**src/rtl/alm_cmp_pkg.sv**
```systemverilog
package alm_cmp_pkg;
  localparam int NFIELD     = 6;
  localparam int VAL_W      = 12;
  localparam int CTRL_W     = 7;
  localparam int GEN_EN_BIT = 6;
  localparam int PEND_BIT   = 1;
  localparam int ADDR_W     = 3;

  typedef enum logic [ADDR_W-1:0] {
    A_CTRL = 3'd0,
    A_SEC  = 3'd1,
    A_MIN  = 3'd2,
    A_HOUR = 3'd3,
    A_DAY  = 3'd4,
    A_MON  = 3'd5,
    A_YEAR = 3'd6,
    A_STAT = 3'd7
  } reg_addr_e;

  typedef logic [NFIELD-1:0][VAL_W-1:0] fld_vec_t;

  function automatic int fld_width(input int idx);
    case (idx)
      0, 1:    return 7;
      2, 3:    return 6;
      4:       return 5;
      default: return 12;
    endcase
  endfunction
endpackage

```
**src/rtl/alm_regs.sv**
```systemverilog
module alm_regs
  import alm_cmp_pkg::*;
#(
  parameter int DATA_W = 16
) (
  input  logic                clk_i,
  input  logic                rst_ni,
  input  logic                wr_en_i,
  input  logic [ADDR_W-1:0]   wr_addr_i,
  input  logic [DATA_W-1:0]   wr_data_i,
  output logic [CTRL_W-1:0]   ctrl_o,
  output fld_vec_t            alm_val_o
);
  always_ff @(posedge clk_i or negedge rst_ni) begin
    if (!rst_ni)                                  ctrl_o <= '0;
    else if (wr_en_i && wr_addr_i == A_CTRL)      ctrl_o <= wr_data_i[CTRL_W-1:0];
  end

  for (genvar i = 0; i < NFIELD; i++) begin : g_fld
    localparam int              FW   = fld_width(i);
    localparam logic [VAL_W-1:0] MASK = VAL_W'((1 << FW) - 1);
    always_ff @(posedge clk_i or negedge rst_ni) begin
      if (!rst_ni)
        alm_val_o[i] <= '0;
      else if (wr_en_i && wr_addr_i == ADDR_W'(i + 1))
        alm_val_o[i] <= wr_data_i[VAL_W-1:0] & MASK;
    end
  end
endmodule

```
**src/rtl/alm_match.sv**
```systemverilog
module alm_match
  import alm_cmp_pkg::*;
(
  input  logic [CTRL_W-1:0] ctrl_i,
  input  fld_vec_t          alm_val_i,
  input  fld_vec_t          cur_val_i,
  output logic              hit_o
);
  logic [NFIELD-1:0] fld_hit;

  for (genvar i = 0; i < NFIELD; i++) begin : g_cmp
    assign fld_hit[i] = ctrl_i[i] && (alm_val_i[i] == cur_val_i[i]);
  end

  assign hit_o = ctrl_i[GEN_EN_BIT] && (|fld_hit);
endmodule

```
**src/rtl/alm_pending.sv**
```systemverilog
module alm_pending (
  input  logic clk_i,
  input  logic rst_ni,
  input  logic set_i,
  input  logic clr_i,
  output logic pend_o
);
  // set has priority so a same-cycle event is never lost
  always_ff @(posedge clk_i or negedge rst_ni) begin
    if (!rst_ni)    pend_o <= 1'b0;
    else if (set_i) pend_o <= 1'b1;
    else if (clr_i) pend_o <= 1'b0;
  end
endmodule

```
**src/rtl/masked_alarm_cmp.sv**
```systemverilog
module masked_alarm_cmp
  import alm_cmp_pkg::*;
#(
  parameter int DATA_W = 16
) (
  input  logic              clk_i,
  input  logic              rst_ni,
  input  logic              sec_strobe_i,
  input  logic [7:0]        cal_sec_i,
  input  logic [7:0]        cal_min_i,
  input  logic [7:0]        cal_hour_i,
  input  logic [7:0]        cal_day_i,
  input  logic [7:0]        cal_mon_i,
  input  logic [11:0]       cal_year_i,
  input  logic              wr_en_i,
  input  logic [2:0]        wr_addr_i,
  input  logic [DATA_W-1:0] wr_data_i,
  input  logic [2:0]        rd_addr_i,
  output logic [DATA_W-1:0] rd_data_o,
  output logic              alarm_irq_o
);
  logic [CTRL_W-1:0] ctrl_q;
  fld_vec_t          alm_val;
  fld_vec_t          cur_val;
  logic              any_hit;
  logic              pend_clr;

  assign cur_val[0] = VAL_W'(cal_sec_i);
  assign cur_val[1] = VAL_W'(cal_min_i);
  assign cur_val[2] = VAL_W'(cal_hour_i);
  assign cur_val[3] = VAL_W'(cal_day_i);
  assign cur_val[4] = VAL_W'(cal_mon_i);
  assign cur_val[5] = cal_year_i;

  alm_regs #(.DATA_W(DATA_W)) u_regs (
    .clk_i     (clk_i),
    .rst_ni    (rst_ni),
    .wr_en_i   (wr_en_i),
    .wr_addr_i (wr_addr_i),
    .wr_data_i (wr_data_i),
    .ctrl_o    (ctrl_q),
    .alm_val_o (alm_val)
  );

  alm_match u_match (
    .ctrl_i    (ctrl_q),
    .alm_val_i (alm_val),
    .cur_val_i (cur_val),
    .hit_o     (any_hit)
  );

  assign pend_clr = wr_en_i && (wr_addr_i == A_STAT) && wr_data_i[PEND_BIT];

  alm_pending u_pend (
    .clk_i  (clk_i),
    .rst_ni (rst_ni),
    .set_i  (sec_strobe_i && any_hit),
    .clr_i  (pend_clr),
    .pend_o (alarm_irq_o)
  );

  always_comb begin
    rd_data_o = '0;
    if (rd_addr_i == A_CTRL) rd_data_o = DATA_W'(ctrl_q);
    if (rd_addr_i == A_STAT) rd_data_o[PEND_BIT] = alarm_irq_o;
    for (int i = 0; i < NFIELD; i++)
      if (rd_addr_i == ADDR_W'(i + 1)) rd_data_o = DATA_W'(alm_val[i]);
  end
endmodule

```
**config.mk**
```make
export PLATFORM = sky130hd
export DESIGN_NAME = masked_alarm_cmp
export DESIGN_NICKNAME = d
export VERILOG_FILES = /design/src/rtl/alm_cmp_pkg.sv /design/src/rtl/alm_regs.sv /design/src/rtl/alm_match.sv /design/src/rtl/alm_pending.sv /design/src/rtl/masked_alarm_cmp.sv
export SDC_FILE = /design/constraint.sdc
export NUM_CORES = 1
export LEC_CHECK = 0
export ABC_AREA = 1
export BUFFER_PORTS_ARGS = -buffer_cell sky130_fd_sc_hd__buf_2
export CAP_MARGIN = 30
export CORE_UTILIZATION = 45
export DETAILED_ROUTE_END_ITERATION = 10
export HOLD_SLACK_MARGIN = 0.15
export PLACE_DENSITY = 0.7
export RECOVER_POWER = 100
export REMOVE_ABC_BUFFERS = 1
export SYNTH_ARGS = -nofsm -noshare
export SYNTH_HDL_FRONTEND = slang
export SYNTH_HIERARCHICAL = 1
export SYNTH_SLANG_ARGS = --single-unit
```
**constraint.sdc**
```tcl
create_clock -name clk_i -period 1.1 [get_ports clk_i]
set_input_delay 0.055 -clock clk_i [delete_from_list [all_inputs] [get_ports clk_i]]
set_output_delay 0.055 -clock clk_i [all_outputs]
set_load 0.05 [all_outputs]
```
==> results.yml, run 1 <==
synthesis:
  synth_top_area_frac: 0.309
  syn-cell-area_mm2: 0.00433
  synth.distinct_cells: 26
  synthCells: 759
  yosysTopAreaCell: "nand2_1"
  avgSynthCellArea_um2: 5.71
  synth_seq_cells: 51
  yosysSeqAreaShare: 0.295
  yosys_warnings: 6
  synthTopCellsByArea: "nand2_1 31%, dfrtp_1 29%, inv_1 9.4%, nor2_1 8.1%, buf_4 6.1%"
place:
  hpwl_mm: 9.97
  io_buffer_count: 86
  dpl.cell_count: 1066
  postPlaceCellArea_mm2: 0.00541
  place_congestion: 0.888
global_route:
  gr-usage-all-layers: 0.265
  antenna_found_initial: 0
  grt_pass1_wl_mm: 20.6
  grt_pass1_vias: 4443
  gr-total-overflow: 0
  grt_max_degree: 41
cts:
  cts_root_buf: "clkbuf_8"
  clk_pin_slew_ps: 100
  cts_buffers: 5
  cts_tree: "built"
  clockBufferDepth: 2
  htreeDepth: 2
  cts.sinks: 51
  worstSkewPairLatency_ps: 310
sta:
  finalMaxSlewViolations: 0
  skew_ps: 10.7
  finalCritPeriodShare: 1.37
  rsz0062_at_grt: "yes"
  worstMarginPinSlew_ps: 747
  timing.slew.headroom: 0.502
  hold_violations: 0
  max_freq_ghz: 0.665
  min_period_ps: 1500
  setup_viol: 13
  setup_slack_ps: -404
worst_setup_path:
  worstPathArrival_ps: 1450
  r2r.worst_path.cells: 14
  path_cells: "clkbuf_1 -> inv_2 -> nor2_1 -> nor2_1 -> nand4_1 -> nand2_2 -> nand2_2 -> buf_8"
  end_kind: "output port"
  slowest_delay_ps: 380
  rr_endpoint: "u_pend/pend_o"
  critPathMaxFanout: 2
  cp_top_family: "simple AND/OR/NAND/NOR gates"
  rr_startpoint: "u_regs/alm_val_o[15]"
  r2r_setup_slack_ps: -350
  critical_path_buf_inv_count: 3
  worst_ep_required_time_ps: 1040
  crit_type: "register to output port"
  start_kind: "register"
  crit_slowest_cell: "dfrtp_1"
route:
  wire_per_inst_um: 11.6
  dr.pass1.iters: 5
  drt-initial-drc-count: 368
  wirelength_mm: 12.9
  avgViaCountPerCell: 4.45
  ant_nets: 0
  drcViolationCount: 0
  num_vias: 4931
cells_and_area:
  layout.cells.non_filler: 1108
  drive_gt1_frac: 0.224
  fin_util: 0.651
  diodes: 0
  syn2layout_area_growth_pct: 39.5
  fill_cells: 902
  final_cell_area_mm2: 0.00604
  finalNetCount: 1056
hold_path:
  min_to: "u_regs/alm_val_o[4]"
  hold_path.class: "primary input to register"
  worstHoldStart: "wr_addr_i[1]"
  whs_path_depth: 4
floorplanning:
  dieArea_mm2: 0.0100
  ios: 95
  num_rows: 35
  die_w_um: 100
  die_y_um: 100
  start_util: 0.466
  core-area_mm2: 0.00928
status:
  status: "finished with violations"
  violations: "negative setup slack"
pwr:
  swShare: 0.373
  power_frac_seq: 0.359
  p_int_mw: 4.33
  switchingPower_mw: 2.58
  ir_drop_mv: 0.834
  p_clk_frac: 0.206
  p_leak_nw: 3.55
  power_frac_comb: 0.435
  p_per_area_mw_per_mm2: 1140
job:
  maxCapViolations: 0
logic make-up after synthesis:
logic type	Yosys count	share of synthesized area
other	2	0.00173
AOI/OAI and AO/OA	22	0.0272
and+or+nand+nor	514	0.480
buffers and inverters	157	0.170
xor gates and xnor gates	13	0.0263
DFF	51	0.295
worst reg2reg max path: stages, from the launching register on:
cell and delay [ps]:
dfrtp_1 400, buf_4 130, inv_1 70, o21ai_0 90, nor2_1 90, nand2_1 50, nor2_1 120, nand2_1 70
nand3_1 60, nor2_1 40, nor2_1 90, nand2_1 60, inv_1 50, inv_1 40, nand2_1 40
what timing repair did:
item,4_1_cts,5_1_grt
hold buffers,16,0
gates cloned,0,0
endpoints found under the hold margin,102,0
endpoints found under the setup margin,13,14
gates resized for setup,69,29
pin swaps,24,29
setup buffers,15,8
sequential cells by signal, summed over array words and instances, names as in the netlist:
| register | cells |
|---|---|
| u_regs/ctrl_o | 7 |
| u_pend/pend_o | 1 |
| u_regs/alm_val_o | 43 |
synthesized netlist by cell type:
cell	count
a21oi_1	5
buf_2	7
buf_4	35
buf_6	1
clkbuf_1	1
conb_1	2
dfrtp_1	51
inv_1	109
inv_2	4
nand2_1	357
nand2_2	1
nand2_4	2
nand3_1	39
nand4_1	12
nor2_1	93
nor2_2	2
nor2_4	2
nor2_8	1
nor3_1	3
nor3_2	2
o211ai_1	1
o21a_1	1
o21ai_0	14
o21bai_1	1
xnor2_1	12
xor2_1	1
cell usage in the layout, fill, tap and decap left out, drive strengths merged, types with 12 or more instances in the layout:
| master | n |
|---|---|
| inv | 114 |
| nor2 | 98 |
| nand2 | 360 |
| conb | 65 |
| xnor2 | 12 |
| dfrtp | 51 |
| clkbuf | 37 |
| dlygate4sd3 | 16 |
| nand4 | 12 |
| o21ai | 14 |
| nand3 | 39 |
| buf | 146 |
routing by layer:
layer	up-vias	global-route usage	wire length [um]
li1	2603	-	-
met1	2140	0.365	5920
met2	166	0.441	6010
met3	22	0.0292	712
met4	0	0.0758	263
met5	-	0	0
final cells by class:
| class | instances | area [um^2] | share of cell area |
|---|---|---|---|
| Tap cell | 129 | 161 | 0.0267 |
| Sequential cell | 51 | 1280 | 0.211 |
| Timing Repair Buffer | 193 | 1370 | 0.227 |
| Inverter | 113 | 424 | 0.0702 |
| Multi-Input combinational cell | 614 | 2690 | 0.445 |
| Clock buffer | 6 | 82.6 | 0.0137 |
| Clock inverter | 2 | 38.8 | 0.00642 |
power by group through the flow:
stage / combinational (mW) / sequential, mW / clock (mW)
floorplan: 1.38 / 2.50 / 0
global placement: 2.49 / 2.53 / 0
detailed placement: 2.51 / 2.54 / 0
CTS: 2.95 / 2.49 / 1.43
global route: 3.32 / 2.53 / 1.51
finish: 3.00 / 2.48 / 1.42
worst max path at each step:
| stage | start | to | depth (start not counted) |
|---|---|---|---|
| floorplan | u_pend/pend_o | rd_data_o[1] | 8 |
| global placement | u_regs/alm_val_o[68] | u_pend/pend_o | 13 |
| detailed placement | u_regs/alm_val_o[68] | u_pend/pend_o | 13 |
| CTS | u_pend/pend_o | rd_data_o[1] | 9 |
| global route | u_pend/pend_o | rd_data_o[1] | 9 |
| finish | u_regs/alm_val_o[1] | rd_data_o[1] | 8 |
metrics by stage:
| step | power (mW) | hold slack, ps | TNS (ps) | setup WS, ps |
|---|---|---|---|---|
| 6_report | 6.91 | 189 | -3800 | -404 |
| 2_1_floorplan | 3.88 | -241 | -1500 | -291 |
| 4_1_cts | 6.87 | 154 | -3920 | -410 |
| 5_1_grt | 7.36 | 207 | -5520 | -492 |
| 3_5_place_dp | 5.05 | -39.0 | -2340 | -286 |
| 3_3_place_gp | 5.02 | -41.5 | -2130 | -252 |
Power figures use the tool's default switching activity.
==> run 2: changes to the inputs <==
--- a/config.mk
+++ b/config.mk
@@ -6,12 +6,12 @@
 export NUM_CORES = 1
 export LEC_CHECK = 0
 export ABC_AREA = 1
-export BUFFER_PORTS_ARGS = -buffer_cell sky130_fd_sc_hd__buf_2
 export CAP_MARGIN = 30
 export CORE_UTILIZATION = 45
 export DETAILED_ROUTE_END_ITERATION = 10
+export DONT_BUFFER_PORTS = 1
 export HOLD_SLACK_MARGIN = 0.15
-export PLACE_DENSITY = 0.7
+export PLACE_DENSITY = 0.61
 export RECOVER_POWER = 100
 export REMOVE_ABC_BUFFERS = 1
 export SYNTH_ARGS = -nofsm -noshare
==> results.yml, run 2 (synthesis results as in run 1) <==
worst_setup_path:
  worst_ep_required_time_ps: 1040
  crit_start: "u_regs/alm_val_o[12]"
  critPathMaxFanout: 2
  r2r.worst_path.cells: 13
  rr_startpoint: "u_regs/alm_val_o[5]"
  worstPathArrival_ps: 1510
  crit_end: "rd_data_o[0]"
  start_kind: "register"
  end_kind: "output port"
  rr_endpoint: "u_pend/pend_o"
  crit_type: "register to output port"
  r2r_setup_slack_ps: -370
cells_and_area:
  syn2layout_area_growth_pct: 32.0
  layout_common_cells: "346 x nand2_1, 108 x inv_1, 86 x nor2_1"
  top_register: "u_regs/alm_val_o"
  layout.cells.most_common: "nand2_1"
  finalNetCount: 977
  reg_top3: "u_regs/alm_val_o (43), u_regs/ctrl_o (7), u_pend/pend_o (1)"
  fin_util: 0.616
  layout.cells.non_filler: 1029
  final_cell_area_mm2: 0.00572
  diodes: 0
  largest_reg_flops: 43
  drive_gt1_frac: 0.157
floorplanning:
  num_rows: 35
  die_y_um: 100
  die_w_um: 100
  ios: 95
  dieArea_mm2: 0.0100
  start_util: 0.466
  core-area_mm2: 0.00928
cts:
  cts_buffers: 5
  worstSkewPairLatency_ps: 320
  htreeDepth: 2
  clk_pin_slew_ps: 100
  clockBufferDepth: 2
  cts_root_buf: "clkbuf_8"
  cts.sinks: 51
  cts_tree: "built"
  holdBufCountCts: 22
sta:
  max_freq_ghz: 0.639
  worstMarginPinSlew_ps: 536
  finalCritPeriodShare: 1.42
  rsz0062_at_grt: "yes"
  hold_slack_ps: -580
  timing.slew.headroom: 0.643
  finalMaxSlewViolations: 0
  min_period_ps: 1570
  hold_violations: 60
  skew_ps: 8.37
  setup_viol: 14
  setup_slack_ps: -465
place:
  dpl.cell_count: 981
  postPlaceCellArea_mm2: 0.00512
  io_buffer_count: 0
  place_congestion: 0.861
  hpwl_mm: 10.1
global_route:
  gr-usage-all-layers: 0.277
  antenna_found_initial: 0
  use_met3: 0.0334
  met2_usage: 0.490
  gr-total-overflow: 0
  use_met1: 0.354
  grt_pass1_wl_mm: 21.2
  busiest_layer: "met2"
  grt_max_degree: 52
  grt_pass1_vias: 4505
job:
  maxCapViolations: 0
pwr:
  ir_drop_mv: 0.740
  swShare: 0.362
  power_frac_seq: 0.365
  p_int_mw: 4.37
  power_frac_comb: 0.425
  power.total_mw: 6.85
  p_clk_frac: 0.210
  switchingPower_mw: 2.48
  p_leak_nw: 3.30
  p_per_area_mw_per_mm2: 1200
route:
  num_vias: 4744
  wirelength_mm: 13.4
  wire_per_inst_um: 13.0
  drcViolationCount: 0
  drt-initial-drc-count: 277
  ant_nets: 0
  dr.pass1.iters: 4
  avgViaCountPerCell: 4.61
status:
  violations: "negative hold slack, negative setup slack"
  status: "finished with violations"
hold_path:
  hold_path.class: "primary input to asynchronous set/reset pin"
## run 2: cell types whose count changed in the layout (fill, tap and decap cells not counted), moves of 8 or more
cell	delta
buf_4	+15
nand2_1	+8
buf_12	+11
clkbuf_4	-15
clkbuf_1	-14
buf_2	-68
buf_6	-11
## run 2: power by group through the flow
| stage | Clock [mW] | Sequential (mW) | Combinational, mW |
|---|---|---|---|
| after CTS | 1.46 | 2.50 | 2.77 |
| final | 1.44 | 2.50 | 2.91 |
| after global placement | 0 | 2.53 | 2.45 |
| after floorplan | 0 | 2.50 | 1.38 |
| after global routing | 1.51 | 2.54 | 3.19 |
| after detailed placement | 0 | 2.54 | 2.46 |
## run 2: what timing repair did
item / CTS / global route
setup endpoints to repair: 13 / 63
pin swaps: 17 / 12
hold endpoints to repair: 102 / 90
setup buffers: 9 / 13
resized for setup: 36 / 17
## run 2: final cells by class
type	count	area [um^2]
Sequential cell	51	1280
Fill cell	938	3570
Timing Repair Buffer	114	1100
Tap cell	129	161
Clock inverter	2	38.8
Inverter	113	424
Multi-Input combinational cell	614	2640
Clock buffer	6	82.6
## run 2: per-stage QoR
| stage | setup WS, ps | setup TNS, ps |
|---|---|---|
| after global routing | -509 | -5510 |
| after CTS | -481 | -6440 |
| final | -465 | -4370 |
| after detailed placement | -309 | -1310 |
| after global placement | -295 | -1290 |
| after floorplan | -291 | -1500 |
## run 2: per-layer routing
metal	wire length, um	vias to the layer above	share of wire
met1	5570	2119	0.42
met4	257	0	0.019
met2	6600	165	0.49
met5	0	-	0
met3	995	20	0.074
li1	-	2440	-
## run 2: worst min-delay path by stage
| stage | startpoint | endpoint | slack [ps] | cells past startpoint |
|---|---|---|---|---|
| 6_report | rst_ni | u_regs/alm_val_o[3] | -580 | 0 |
| 5_1_grt | rst_ni | u_regs/alm_val_o[27] | -590 | 0 |
| 4_1_cts | rst_ni | u_regs/alm_val_o[3] | -590 | 0 |
| 3_5_place_dp | rst_ni | u_regs/alm_val_o[17] | -240 | 0 |
| 3_3_place_gp | rst_ni | u_regs/alm_val_o[66] | -240 | 0 |
| 2_1_floorplan | rst_ni | u_pend/pend_o | -240 | 0 |
## run 2: worst max-delay path, cell delays in order (launching register included)
cell,delay [ps]
dfrtp_1,400
buf_6,120
nand2_2,60
nand3_2,80
nor2_2,130
nand4_1,190
buf_12,210
==> run 3: changes to the inputs <==
==> constraint.sdc (replaced) <==
create_clock -name clk_i -period 1.3 [get_ports clk_i]
set_input_delay 0.065 -clock clk_i [delete_from_list [all_inputs] [get_ports clk_i]]
set_output_delay 0.065 -clock clk_i [all_outputs]
set_load 0.05 [all_outputs]
==> results.yml, run 3 (synthesis results as in run 1) <==
route:
  avgViaCountPerCell: 4.59
  num_vias: 4689
  wire_per_inst_um: 13.1
  ant_nets: 0
  drt-initial-drc-count: 221
  dr.pass1.iters: 5
  wirelength_mm: 13.4
  drcViolationCount: 0
pwr:
  swShare: 0.366
  ir_drop_mv: 0.740
  power_frac_comb: 0.426
  p_per_area_mw_per_mm2: 1010
  p_int_mw: 3.68
  switchingPower_mw: 2.12
  p_leak_nw: 3.29
  power.total_mw: 5.80
  power_frac_seq: 0.368
  p_clk_frac: 0.207
worst_setup_path:
  worst_ep_required_time_ps: 1240
  crit_slowest_cell: "dfrtp_1"
  start_kind: "register"
  path_cells: "buf_6 -> nand2_2 -> nand3_2 -> nor2_2 -> nand4_1 -> buf_12"
  slowest_delay_ps: 410
  crit_type: "register to output port"
  worstPathArrival_ps: 1500
  critPathMaxFanout: 2
  end_kind: "output port"
cells_and_area:
  syn2layout_area_growth_pct: 32.2
  drive_gt1_frac: 0.152
  final_cell_area_mm2: 0.00573
  layout.cells.non_filler: 1022
  finalNetCount: 970
  largest_reg_flops: 43
  layout_common_cells: "341 x nand2_1, 107 x inv_1, 84 x nor2_1"
  fill_cells: 924
  layout.cells.most_common: "nand2_1"
  regArea_mm2: 0.00128
  multi_input_area_mm2: 0.00266
  top_register: "u_regs/alm_val_o"
  diodes: 0
  reg_top3: "u_regs/alm_val_o (43), u_regs/ctrl_o (7), u_pend/pend_o (1)"
global_route:
  gr-usage-all-layers: 0.282
  antenna_found_initial: 0
  grt_pass1_vias: 4623
  grt_pass1_wl_mm: 21.6
  gr-total-overflow: 0
  grt_max_degree: 52
place:
  dpl.cell_count: 964
  place_congestion: 0.846
  io_buffer_count: 0
  postPlaceCellArea_mm2: 0.00499
  hpwl_mm: 10.1
sta:
  max_freq_ghz: 0.639
  timing.slew.headroom: 0.511
  skew_ps: 7.35
  finalMaxSlewViolations: 0
  rsz0062_at_grt: "yes"
  min_period_ps: 1560
  hold_slack_ps: 179
  setup_slack_ps: -264
  setup_viol: 10
  final.setup.tns_ps: -1820
  worstMarginPinSlew_ps: 733
  hold_violations: 0
  finalCritPeriodShare: 1.20
floorplanning:
  dieArea_mm2: 0.0100
  ios: 95
  die_y_um: 100
  num_rows: 35
  start_util: 0.466
  core-area_mm2: 0.00928
  die_w_um: 100
cts:
  cts_buffers: 5
  clk_pin_slew_ps: 100
  htreeDepth: 2
  clockBufferDepth: 2
  worstSkewPairLatency_ps: 310
  cts.sinks: 51
  cts_root_buf: "clkbuf_8"
  cts_tree: "built"
status:
  status: "finished with violations"
  violations: "negative setup slack"
hold_path:
  hold_path.class: "primary input to register"
job:
  maxCapViolations: 0
-- run 3: changes by cell type in the layout (fill, tap and decap cells not counted), moves of 2 or more --
cell and change:
buf_4 -17, nand2_1 -5, nand2_2 +5, buf_6 +4
dlygate4sd3_1 +4, dlymetal6s4s_1 +3, nor2_1 -2, nor2_2 +2
o21ai_0 -2, o21ai_1 +2
-- run 3: timing repair --
item	CTS	global route
pin swaps	27	24
endpoints found under the hold margin	102	0
resized for setup	42	26
setup endpoints to repair	10	44
hold buffers	28	0
setup buffers	18	5
-- run 3: metrics by stage --
step	setup slack, ps	utilization
floorplan	-101	-
global placement	-86.9	0.538
detailed placement	-97.1	0.538
CTS	-268	0.612
global route	-310	0.617
finish	-264	0.617
-- run 3: critical path: cells and delay by family (launching register included) --
family	cells	cell delay [ps]
AND/OR/NAND/NOR	4	460
buffers and inverters	2	330
flip-flops	1	410
-- run 3: path summary, 6_finish.rpt --
kind,from,end,slack (ps),depth (start not counted)
max,u_regs/alm_val_o[17],rd_data_o[5],-260,6
min in group asynchronous,rst_ni,u_regs/alm_val_o[3],390,2
max in group asynchronous,rst_ni,u_regs/alm_val_o[38],420,2
min reg2reg,u_regs/alm_val_o[60],u_regs/alm_val_o[60],530,2
min,wr_addr_i[0],u_regs/alm_val_o[70],180,4
max reg2reg,u_regs/alm_val_o[15],u_pend/pend_o,-180,14
-- run 3: cell type report --
| cell class | count | area share |
|---|---|---|
| inverters | 113 | 0.0741 |
| flip-flops and latches | 51 | 0.223 |
| repair buffers | 107 | 0.190 |
| multi-input cells | 614 | 0.464 |
| well taps | 129 | 0.0282 |
| clock buffers | 6 | 0.0144 |
| clock inverters | 2 | 0.00677 |
-- run 3: power groups by stage --
stage | clock, mW | combinational [mW] | sequential (mW)
floorplan | 0 | 1.17 | 2.12
detailed placement | 0 | 1.96 | 2.17
finish | 1.20 | 2.47 | 2.13
CTS | 1.23 | 2.37 | 2.13
global placement | 0 | 1.94 | 2.16
global route | 1.28 | 2.72 | 2.17
-- run 3: per-layer routing --
layer / vias to the layer above / part of all wire / wire, um / track usage
li1: 2435 / - / - / -
met1: 2074 / 0.42 / 5630 / 0.352
met2: 158 / 0.49 / 6570 / 0.500
met3: 22 / 0.068 / 917 / 0.0474
met4: 0 / 0.020 / 273 / 0.0825
met5: - / 0 / 0 / 0
